File: src/rtl/cu_pkg.sv
package cu_pkg;

    typedef enum logic [1:0] {
        PC_ALU     = 2'b00,
        PC_FAST    = 2'b01,
        PC_MEMADDR = 2'b10,
        PC_RSVD    = 2'b11
    } prod_cls_e;

    typedef enum logic [1:0] {
        SC_X1 = 2'b00,
        SC_X2 = 2'b01,
        SC_X4 = 2'b10,
        SC_X8 = 2'b11
    } idx_scale_e;

    typedef enum logic {
        ST_IDLE  = 1'b0,
        ST_STALL = 1'b1
    } fsm_state_e;

endpackage

File: src/rtl/cu_hazard_match.sv
module cu_hazard_match #(
    parameter int REG_W = 4
) (
    input  logic             prod_wr,
    input  logic [REG_W-1:0] prod_reg,
    input  logic             base_use,
    input  logic [REG_W-1:0] base_reg,
    input  logic             idx_use,
    input  logic [REG_W-1:0] idx_reg,
    output logic             base_hit,
    output logic             idx_hit
);

    // A hit needs a real write and an actual use of the matching field.
    always_comb begin
        base_hit = prod_wr && base_use && (base_reg == prod_reg);
        idx_hit  = prod_wr && idx_use  && (idx_reg  == prod_reg);
    end

endmodule

File: src/rtl/cu_penalty.sv
module cu_penalty
    import cu_pkg::*;
#(
    parameter int CNT_W          = 2,
    parameter int PEN_BASE_ALU   = 2,
    parameter int PEN_IDX_CHEAP  = 2,
    parameter int PEN_IDX_COSTLY = 3,
    parameter int PEN_MEMADDR    = 1
) (
    input  logic [1:0]       cls,
    input  logic             base_hit,
    input  logic             idx_hit,
    input  logic             idx_long,
    input  logic [1:0]       idx_scale,
    output logic [CNT_W-1:0] pen
);

    localparam logic [CNT_W-1:0] P_ZERO   = '0;
    localparam logic [CNT_W-1:0] P_BASE   = CNT_W'(PEN_BASE_ALU);
    localparam logic [CNT_W-1:0] P_CHEAP  = CNT_W'(PEN_IDX_CHEAP);
    localparam logic [CNT_W-1:0] P_COSTLY = CNT_W'(PEN_IDX_COSTLY);
    localparam logic [CNT_W-1:0] P_MEM    = CNT_W'(PEN_MEMADDR);

    prod_cls_e        cls_e;
    logic             cheap_idx;
    logic [CNT_W-1:0] base_pen;
    logic [CNT_W-1:0] idx_pen;

    always_comb begin
        cls_e     = prod_cls_e'(cls);
        // Long index at x1 or x4 takes the short path.
        cheap_idx = idx_long && ((idx_scale == SC_X1) || (idx_scale == SC_X4));
    end

    always_comb begin
        base_pen = P_ZERO;
        if (base_hit) begin
            unique case (cls_e)
                PC_FAST:    base_pen = P_ZERO;
                PC_MEMADDR: base_pen = P_MEM;
                default:    base_pen = P_BASE;
            endcase
        end
    end

    always_comb begin
        idx_pen = P_ZERO;
        if (idx_hit) begin
            unique case (cls_e)
                PC_FAST:    idx_pen = cheap_idx ? P_ZERO  : P_COSTLY;
                PC_MEMADDR: idx_pen = P_MEM;
                default:    idx_pen = cheap_idx ? P_CHEAP : P_COSTLY;
            endcase
        end
    end

    always_comb begin
        pen = (base_pen > idx_pen) ? base_pen : idx_pen;
    end

    always_comb begin
        AST_MAX_COVERS_BASE: assert (pen >= base_pen) else $error("base penalty lost");
        AST_MAX_COVERS_IDX: assert (pen >= idx_pen) else $error("index penalty lost");
    end

endmodule

File: src/rtl/cu_stall_fsm.sv
module cu_stall_fsm
    import cu_pkg::*;
#(
    parameter int CNT_W = 2
) (
    input  logic             clk,
    input  logic             rst,
    input  logic             eval_en,
    input  logic [CNT_W-1:0] pen,
    output logic [CNT_W-1:0] stall_cnt,
    output logic             hold
);

    localparam logic [CNT_W-1:0] CNT_ONE = CNT_W'(1);

    fsm_state_e       state_q, state_d;
    logic [CNT_W-1:0] cnt_q, cnt_d;

    // State register and counter.
    always_ff @(posedge clk) begin
        if (rst) begin
            state_q <= ST_IDLE;
            cnt_q   <= '0;
        end else begin
            state_q <= state_d;
            cnt_q   <= cnt_d;
        end
    end

    // Next state: requests are only looked at in idle.
    always_comb begin
        state_d = state_q;
        cnt_d   = cnt_q;
        unique case (state_q)
            ST_IDLE: begin
                if (eval_en && (pen != '0)) begin
                    state_d = ST_STALL;
                    cnt_d   = pen;
                end
            end
            ST_STALL: begin
                cnt_d = cnt_q - CNT_ONE;
                if (cnt_q == CNT_ONE) begin
                    state_d = ST_IDLE;
                end
            end
            default: begin
                state_d = ST_IDLE;
                cnt_d   = '0;
            end
        endcase
    end

    // Outputs.
    always_comb begin
        hold      = (state_q == ST_STALL);
        stall_cnt = cnt_q;
    end

    AST_HOLD_TRACKS_CNT: assert property (@(posedge clk) disable iff (rst)
        hold == (stall_cnt != '0)) else $error("hold/count mismatch");

    AST_LOAD_FROM_PEN: assert property (@(posedge clk) disable iff (rst)
        (!hold && eval_en) |=> (stall_cnt == $past(pen))) else $error("penalty not loaded");

    AST_CNT_STEPS_DOWN: assert property (@(posedge clk) disable iff (rst)
        (stall_cnt != '0) |=> (stall_cnt == $past(stall_cnt) - CNT_ONE)) else $error("count did not step");

endmodule

File: src/rtl/cu_interlock.sv
module cu_interlock
    import cu_pkg::*;
#(
    parameter int REG_W          = 4,
    parameter int CNT_W          = 2,
    parameter int PEN_BASE_ALU   = 2,
    parameter int PEN_IDX_CHEAP  = 2,
    parameter int PEN_IDX_COSTLY = 3,
    parameter int PEN_MEMADDR    = 1
) (
    input  logic             clk,
    input  logic             rst,
    input  logic             prod_wr,
    input  logic [REG_W-1:0] prod_reg,
    input  logic [1:0]       prod_cls,
    input  logic             cons_valid,
    input  logic             base_use,
    input  logic [REG_W-1:0] base_reg,
    input  logic             idx_use,
    input  logic [REG_W-1:0] idx_reg,
    input  logic             idx_long,
    input  logic [1:0]       idx_scale,
    output logic [CNT_W-1:0] stall_cnt,
    output logic             hold
);

    logic             base_hit;
    logic             idx_hit;
    logic [CNT_W-1:0] pen;

    cu_hazard_match #(.REG_W(REG_W)) u_match (
        .prod_wr  (prod_wr),
        .prod_reg (prod_reg),
        .base_use (base_use),
        .base_reg (base_reg),
        .idx_use  (idx_use),
        .idx_reg  (idx_reg),
        .base_hit (base_hit),
        .idx_hit  (idx_hit)
    );

    cu_penalty #(
        .CNT_W          (CNT_W),
        .PEN_BASE_ALU   (PEN_BASE_ALU),
        .PEN_IDX_CHEAP  (PEN_IDX_CHEAP),
        .PEN_IDX_COSTLY (PEN_IDX_COSTLY),
        .PEN_MEMADDR    (PEN_MEMADDR)
    ) u_pen (
        .cls       (prod_cls),
        .base_hit  (base_hit),
        .idx_hit   (idx_hit),
        .idx_long  (idx_long),
        .idx_scale (idx_scale),
        .pen       (pen)
    );

    cu_stall_fsm #(.CNT_W(CNT_W)) u_fsm (
        .clk       (clk),
        .rst       (rst),
        .eval_en   (cons_valid),
        .pen       (pen),
        .stall_cnt (stall_cnt),
        .hold      (hold)
    );

    AST_NOWRITE_NOSTALL: assert property (@(posedge clk) disable iff (rst)
        (!hold && cons_valid && !prod_wr) |=> !hold) else $error("stall without a write");

    AST_MEMADDR_ONE: assert property (@(posedge clk) disable iff (rst)
        (!hold && cons_valid && prod_wr && (prod_cls == PC_MEMADDR) &&
         ((base_use && (base_reg == prod_reg)) || (idx_use && (idx_reg == prod_reg))))
        |=> (stall_cnt == CNT_W'(1))) else $error("memory-loaded producer not one cycle");

    AST_RESET_CLEARS: assert property (@(posedge clk)
        $past(rst) |-> (!hold && (stall_cnt == '0))) else $error("reset did not clear");

endmodule

File: config.mk
export PLATFORM = sky130hd
export DESIGN_NAME = cu_interlock
export DESIGN_NICKNAME = d
export VERILOG_FILES = /design/src/rtl/cu_pkg.sv /design/src/rtl/cu_hazard_match.sv /design/src/rtl/cu_penalty.sv /design/src/rtl/cu_stall_fsm.sv /design/src/rtl/cu_interlock.sv
export SDC_FILE = /design/constraint.sdc
export NUM_CORES = 1
export LEC_CHECK = 0
export ABC_AREA = 0
export BUFFER_PORTS_ARGS = -buffer_cell sky130_fd_sc_hd__buf_4
export CORE_AREA = 3 3 40 42
export DETAILED_ROUTE_END_ITERATION = 10
export DIE_AREA = 0 0 43 45
export PLACE_DENSITY = 0.71
export SYNTH_ARGS = -nofsm -noshare
export SYNTH_HDL_FRONTEND = slang
export SYNTH_SLANG_ARGS = --single-unit
File: constraint.sdc
create_clock -name clk -period 2.2 [get_ports clk]
set_clock_uncertainty 0.05 [all_clocks]
set_input_delay 0.44 -clock clk [delete_from_list [all_inputs] [get_ports clk]]
set_output_delay 0.44 -clock clk [all_outputs]
set_load 0.05 [all_outputs]
# Yosys cells after proc, flatten, opt, wreduce, memory -nomap -nowiden
# Cells that the tools add are included.
[word_totals]
regBits = 3
inputBits = 23
out_inout_bits = 3
elab_cells = 33
[op_classes]
addsub = 1
n_lt_le_gt_ge = 1
eq_ne = 7
muxes = 12
n_bitwise = 1
n_reduce_logical = 9
[ops]
columns = ["cell", "count"]
rows = [
  ["2-bit one-hot mux with 2 select lines", 3],
  ["2-bit 2-to-1 mux", 5],
  ["4-bit == test", 2],
  ["1-bit logical AND", 6],
  ["2-bit by 1-bit == test with 1-bit output (second input constant)", 2],
  ["2-bit == test (second input constant)", 2],
  ["1-bit 2-to-1 mux", 3],
  ["2-bit greater-than comparator", 1],
  ["2-bit zero test", 1],
  ["2-bit by 1-bit inequality test with 1-bit output (second input constant)", 1],
  ["1-bit one-hot mux with 2 select lines", 1],
  ["2-bit nonzero test", 1],
  ["2-bit by 1-bit subtractor with 2-bit output (second input constant)", 1],
  ["1-bit logical OR", 1],
  ["1-bit NOT", 1],
]

# Logic depth before layout (Yosys ltp)
[logic_depth]
word_depth = 12
mapped_depth = 10
ltp_nobuf = 10

# Hierarchy
# A second synthesis with hierarchy kept.
[unflattened]
cells_unflattened = 53
hier_area_um2 = 441.7
[modules_own_cells]
columns = ["module", "n_inst", "cells_each", "area_per_inst_um2", "seq_area_each_um2"]
rows = [
  ["cu_penalty", 1, 24, 181.4, 0.0],
  ["cu_stall_fsm", 1, 15, 155.1, 60.1],
  ["cu_hazard_match", 1, 14, 105.1, 0.0],
]

# Worst setup path after synthesis
# OpenSTA, ideal clock, no wires.
[synth_timing]
path_type = "input to register"
from = "input port prod_cls[0]"
to = "register u_fsm.cnt_q[1], in the netlist u_fsm.stall_cnt[1]"
setup_ns = 0.116
arrival_ns = 2.055
required_ns = 2.034
setup_slack_ns = -0.021
path_stages = 10
path_buffers = 0
path_cell_list = "inv_1 > ha_1 > nor2_1 > o22ai_1 > and3_1 > ha_1 > inv_1 > o22ai_1 > or3_1 > a31o_1"
[synth_between]
elab_chain_len = 8
elab_cells_between_ends = 13
cone_classes = "order compare (1); eq/ne (3); mux (7); reduce/logical (2)"
[synth_rtl]
columns = ["element", "line_no", "source"]
rows = [
  ["from (decl)", "cu_interlock.sv:15", "input logic [1:0] prod_cls,"],
  ["2-bit == test / 2-bit by 1-bit == test with 1-bit output (equally long branches)", "cu_penalty.sv:38, cu_penalty.sv:49", ""],
  ["2-bit one-hot mux with 2 select lines (on tied branches)", "cu_penalty.sv:38, cu_penalty.sv:49", ""],
  ["2-bit 2-to-1 mux (on tied branches)", "cu_penalty.sv:37, cu_penalty.sv:48", ""],
  ["2-bit greater-than comparator", "cu_penalty.sv:58", "pen = (base_pen > idx_pen) ? base_pen : idx_pen;"],
  ["2-bit 2-to-1 mux (*)", "cu_penalty.sv:58", ""],
  ["2-bit nonzero test", "cu_stall_fsm.sv:36", "if (eval_en && (pen != '0)) begin"],
  ["1-bit logical AND", "cu_stall_fsm.sv:36", ""],
  ["2-bit by 1-bit inequality test with 1-bit output (no line)", "-", ""],
  ["to (signal assigned)", "cu_stall_fsm.sv:26", "cnt_q <= cnt_d;"],
  ["to (decl)", "cu_stall_fsm.sv:17", "logic [CNT_W-1:0] cnt_q, cnt_d;"],
]
# Every way passes the cells marked *; elsewhere a longest branch is shown, timed or not. The select of a mux whose other input is x is not followed.
# A chain may end at the register's enable or synchronous reset.

# Final worst setup path
[layout_timing]
from = "input port idx_reg[0]"
to = "register u_fsm.cnt_q[1], in the netlist u_fsm.stall_cnt[1]"
[layout_between]
elab_chain_len = 8
elab_cells_between_ends = 10
cone_classes = "order compare (1); eq/ne (2); mux (4); reduce/logical (3)"
[layout_rtl]
columns = ["element", "line_no", "source"]
rows = [
  ["from (decl)", "cu_interlock.sv:20", "input logic [REG_W-1:0] idx_reg,"],
  ["4-bit == test (*)", "cu_hazard_match.sv:17", "idx_hit = prod_wr && idx_use && (idx_reg == prod_reg);"],
  ["1-bit logical AND (*)", "cu_hazard_match.sv:17", ""],
  ["2-bit 2-to-1 mux (*)", "cu_penalty.sv:48", "if (idx_hit) begin"],
  ["2-bit greater-than comparator", "cu_penalty.sv:58", ""],
  ["2-bit 2-to-1 mux (*)", "cu_penalty.sv:58", ""],
  ["2-bit nonzero test", "cu_stall_fsm.sv:36", ""],
  ["1-bit logical AND", "cu_stall_fsm.sv:36", ""],
  ["2-bit by 1-bit inequality test with 1-bit output (no line)", "-", ""],
]
# Marked as above.

==> impl_results.md <==
- Most area-consuming cells after synthesis: ha_1, dfxtp_1, xnor2_1
- Number of buffers created by CTS: 3
- Crit path launch type: input port
- Final net count: 125
- Ant. Diodes: 0
- Post-synthesis cell count: 60
- Worst Path Arrival: 2190 ps
- Syn. warnings: 0
- # port buffers: 24
- DP HPWL: 1060 um
- Crit Path Category: input port to flop
- Worst setup path startpoint: idx_reg[0]
- DRT Wirelength: 1220 um
- CP max-delay cell: or3_4
- Largest net degree at the start of global routing: 10
- Fin. max-slew vios: 0
- Run status: complete, no violations
- Share of the clock period used by the worst path: 96.1%
- Fmax achieved: 473 MHz
- Yosys top cell area share: 19.7%
- Final hold slack: 449 ps
- Die Width: 43 um
- Std cell rows: 13
- Count leader, synth: ha_1
- Final ANT Viol Nets: 0
- I/O pin cnt: 26
- Core ar.: 1280 um^2
- DR pass1 iterations: 3
- Vias in the first global route: 565
- Headroom to the max-slew limit: 82.4%
- Worst slew pin tran: 264 ps
- Top cell type by total area after synthesis: ha_1
- Synth Cell Area: 445 um^2
- RSZ-0062 raised after global routing: yes
- Worst-Skew Late Latency: 240 ps
- Grt total ovfl: 0
- Iter 0 DRT Violations: 2
- Min cycle time layout: 2120 ps
- Vias per cell: 5.12
- Max VDD drop: 0.172 mV
- DR vias: 558
- CTS Sinks: 3
- DP Area: 706 um^2
- Ratio of cells with drive above 1 in the final layout: 43.6%
- Clk Tree Root Cell: clkbuf_4
- CTS tree: done
- Post-Syn Area per Cell: 7.42 um^2
- Max-cap violations: 0
- CP Cell Sequence: buf_4, xor2_1, nor3_2, o211ai_1, ha_1, nor2_1, o22ai_2, or3_4, a31o_1
- Initial antenna violation count: 0
- Clk slew on worst S/H paths: 40 ps
- Origin of the critical flop-to-flop path: u_fsm.stall_cnt[1]
- Number of flops mapped to enable cells by yosys: 0
- Total track usage: 14.6%
- Hold WC Path Type: input port to flop
- Final Setup Violations: 0
- Synth async-reset ratio: 0%
- Worst Path Required: 2280 ps
- RePlAce Congestion: 0.794
- Mapped Nets: 90
- Yosys reg bits: 3
- P&R area growth vs syn: 68.5%
- DRC Markers: 0
- Distinct cell type count after synthesis: 26
- Power per cell area: 345 nW/um^2
- Die Ht: 45 um
- Synth top cells by count: ha_1, inv_1, nand2_1, nor2_1, xnor2_1
- Setup bufs post-CTS: 0
- Final instance area: 751 um^2
- WL per Instance: 11.2 um
- Htree depth: 1
- Hold Fails Final Rpt: 0
- Biggest cell delay along the critical path: 340 ps
- Synth Flop Type: dfxtp_1
- Max Buffers Root-to-Sink: 2
- Global-route wire length before repair: 2110 um
- Initial Util: 34.7%
- Worst setup EP type: flop
- Leak: 0.000347 uW
- Die area: 1940 um^2
- Sequential-to-total area share from yosys stat: 13.5%
- Worst-path maximum fanout: 3
- Min-delay src: rst
[power by group]
part           switching, uW  total (uW)  internal, uW  leakage [uW]
Sequential              1.57        57.7          56.2     0.0000242
Clock                   30.8        98.9          68.1     0.0000150
Combinational           42.3         102          60.0      0.000308
[cell families after synthesis]
family	count (synthesis)	share of synthesized area [%]
fa+ha+maj	7	19.7
xor+xnor	8	15.7
buf+inv	6	5.06
compound gates	12	18.5
flops	3	13.5
simple gates	24	27.5
[layout by cell type (no fill, tap or decap), drive strengths merged]
cell    instances
a31oi           1
nand2           5
o211ai          1
or3             1
nand4           2
a31o            1
xor2            3
o22ai           3
o31ai           1
inv             5
clkbuf          4
o311a           1
nor3b           1
a21oi           2
buf            31
nor2b           2
and3            2
ha              7
nand3           2
nor2            5
nor3            2
dfxtp           3
xnor2           5
a22oi           1
nand3b          1
and2            1
o21ai           1
[path summary, 6_finish.rpt]
path	end	slack [ps]	cells past startpoint
worst max-delay path	u_fsm.stall_cnt[1]	80	9
worst min-delay path	u_fsm.stall_cnt[0]	450	4
worst max register to register	u_fsm.stall_cnt[1]	930	5
worst min register to register	u_fsm.hold	600	2
[through the flow]
stage | total power [uW] | worst slack, ps | utilization, % | std cells | TNS (ps)
floorplan | 100 | 43.6 | - | 60 | 0
global placement | 156 | -214 | 54.9 | 105 | -492
detailed placement | 159 | -227 | 54.9 | 105 | -549
CTS | 262 | 38.7 | 57.4 | 109 | 0
global route | 280 | -27.1 | 58.4 | 109 | -38.0
finish | 259 | 85.0 | 58.4 | 109 | 0
[layout make-up]
| cell class | instances | area, um^2 |
|---|---|---|
| clock buffer | 4 | 26.3 |
| fill | 129 | 534 |
| inverter | 5 | 18.8 |
| multi-input combinational | 51 | 394 |
| sequential | 3 | 60.1 |
| tap | 15 | 18.8 |
| timing repair buffer | 31 | 233 |
[registers in the layout (all words and copies together), names as in the netlist]
register	cells
u_fsm.stall_cnt	2
u_fsm.hold	1
[routing by layer]
| layer | GRT usage, % | wire (um) |
|---|---|---|
| met5 | 0 | 0 |
| met4 | 9.64 | 29 |
| met3 | 5.98 | 94 |
| met2 | 26.9 | 660 |
| met1 | 13.2 | 438 |
[critical path: cells and delay by family]
kind / cells / cell delay (ps)
fa+ha+maj: 1 / 330
buf+inv: 1 / 110
compound gates: 3 / 430
simple gates: 3 / 710
xor+xnor: 1 / 160
[timing repair]
item                                    CTS  global route
hold endpoints to repair                  0             0
endpoints found under the setup margin    1             3
gates resized for setup                   1             4
pin swaps                                 0             1
hold buffers                              0             0
(Power assumes the default switching activity.)
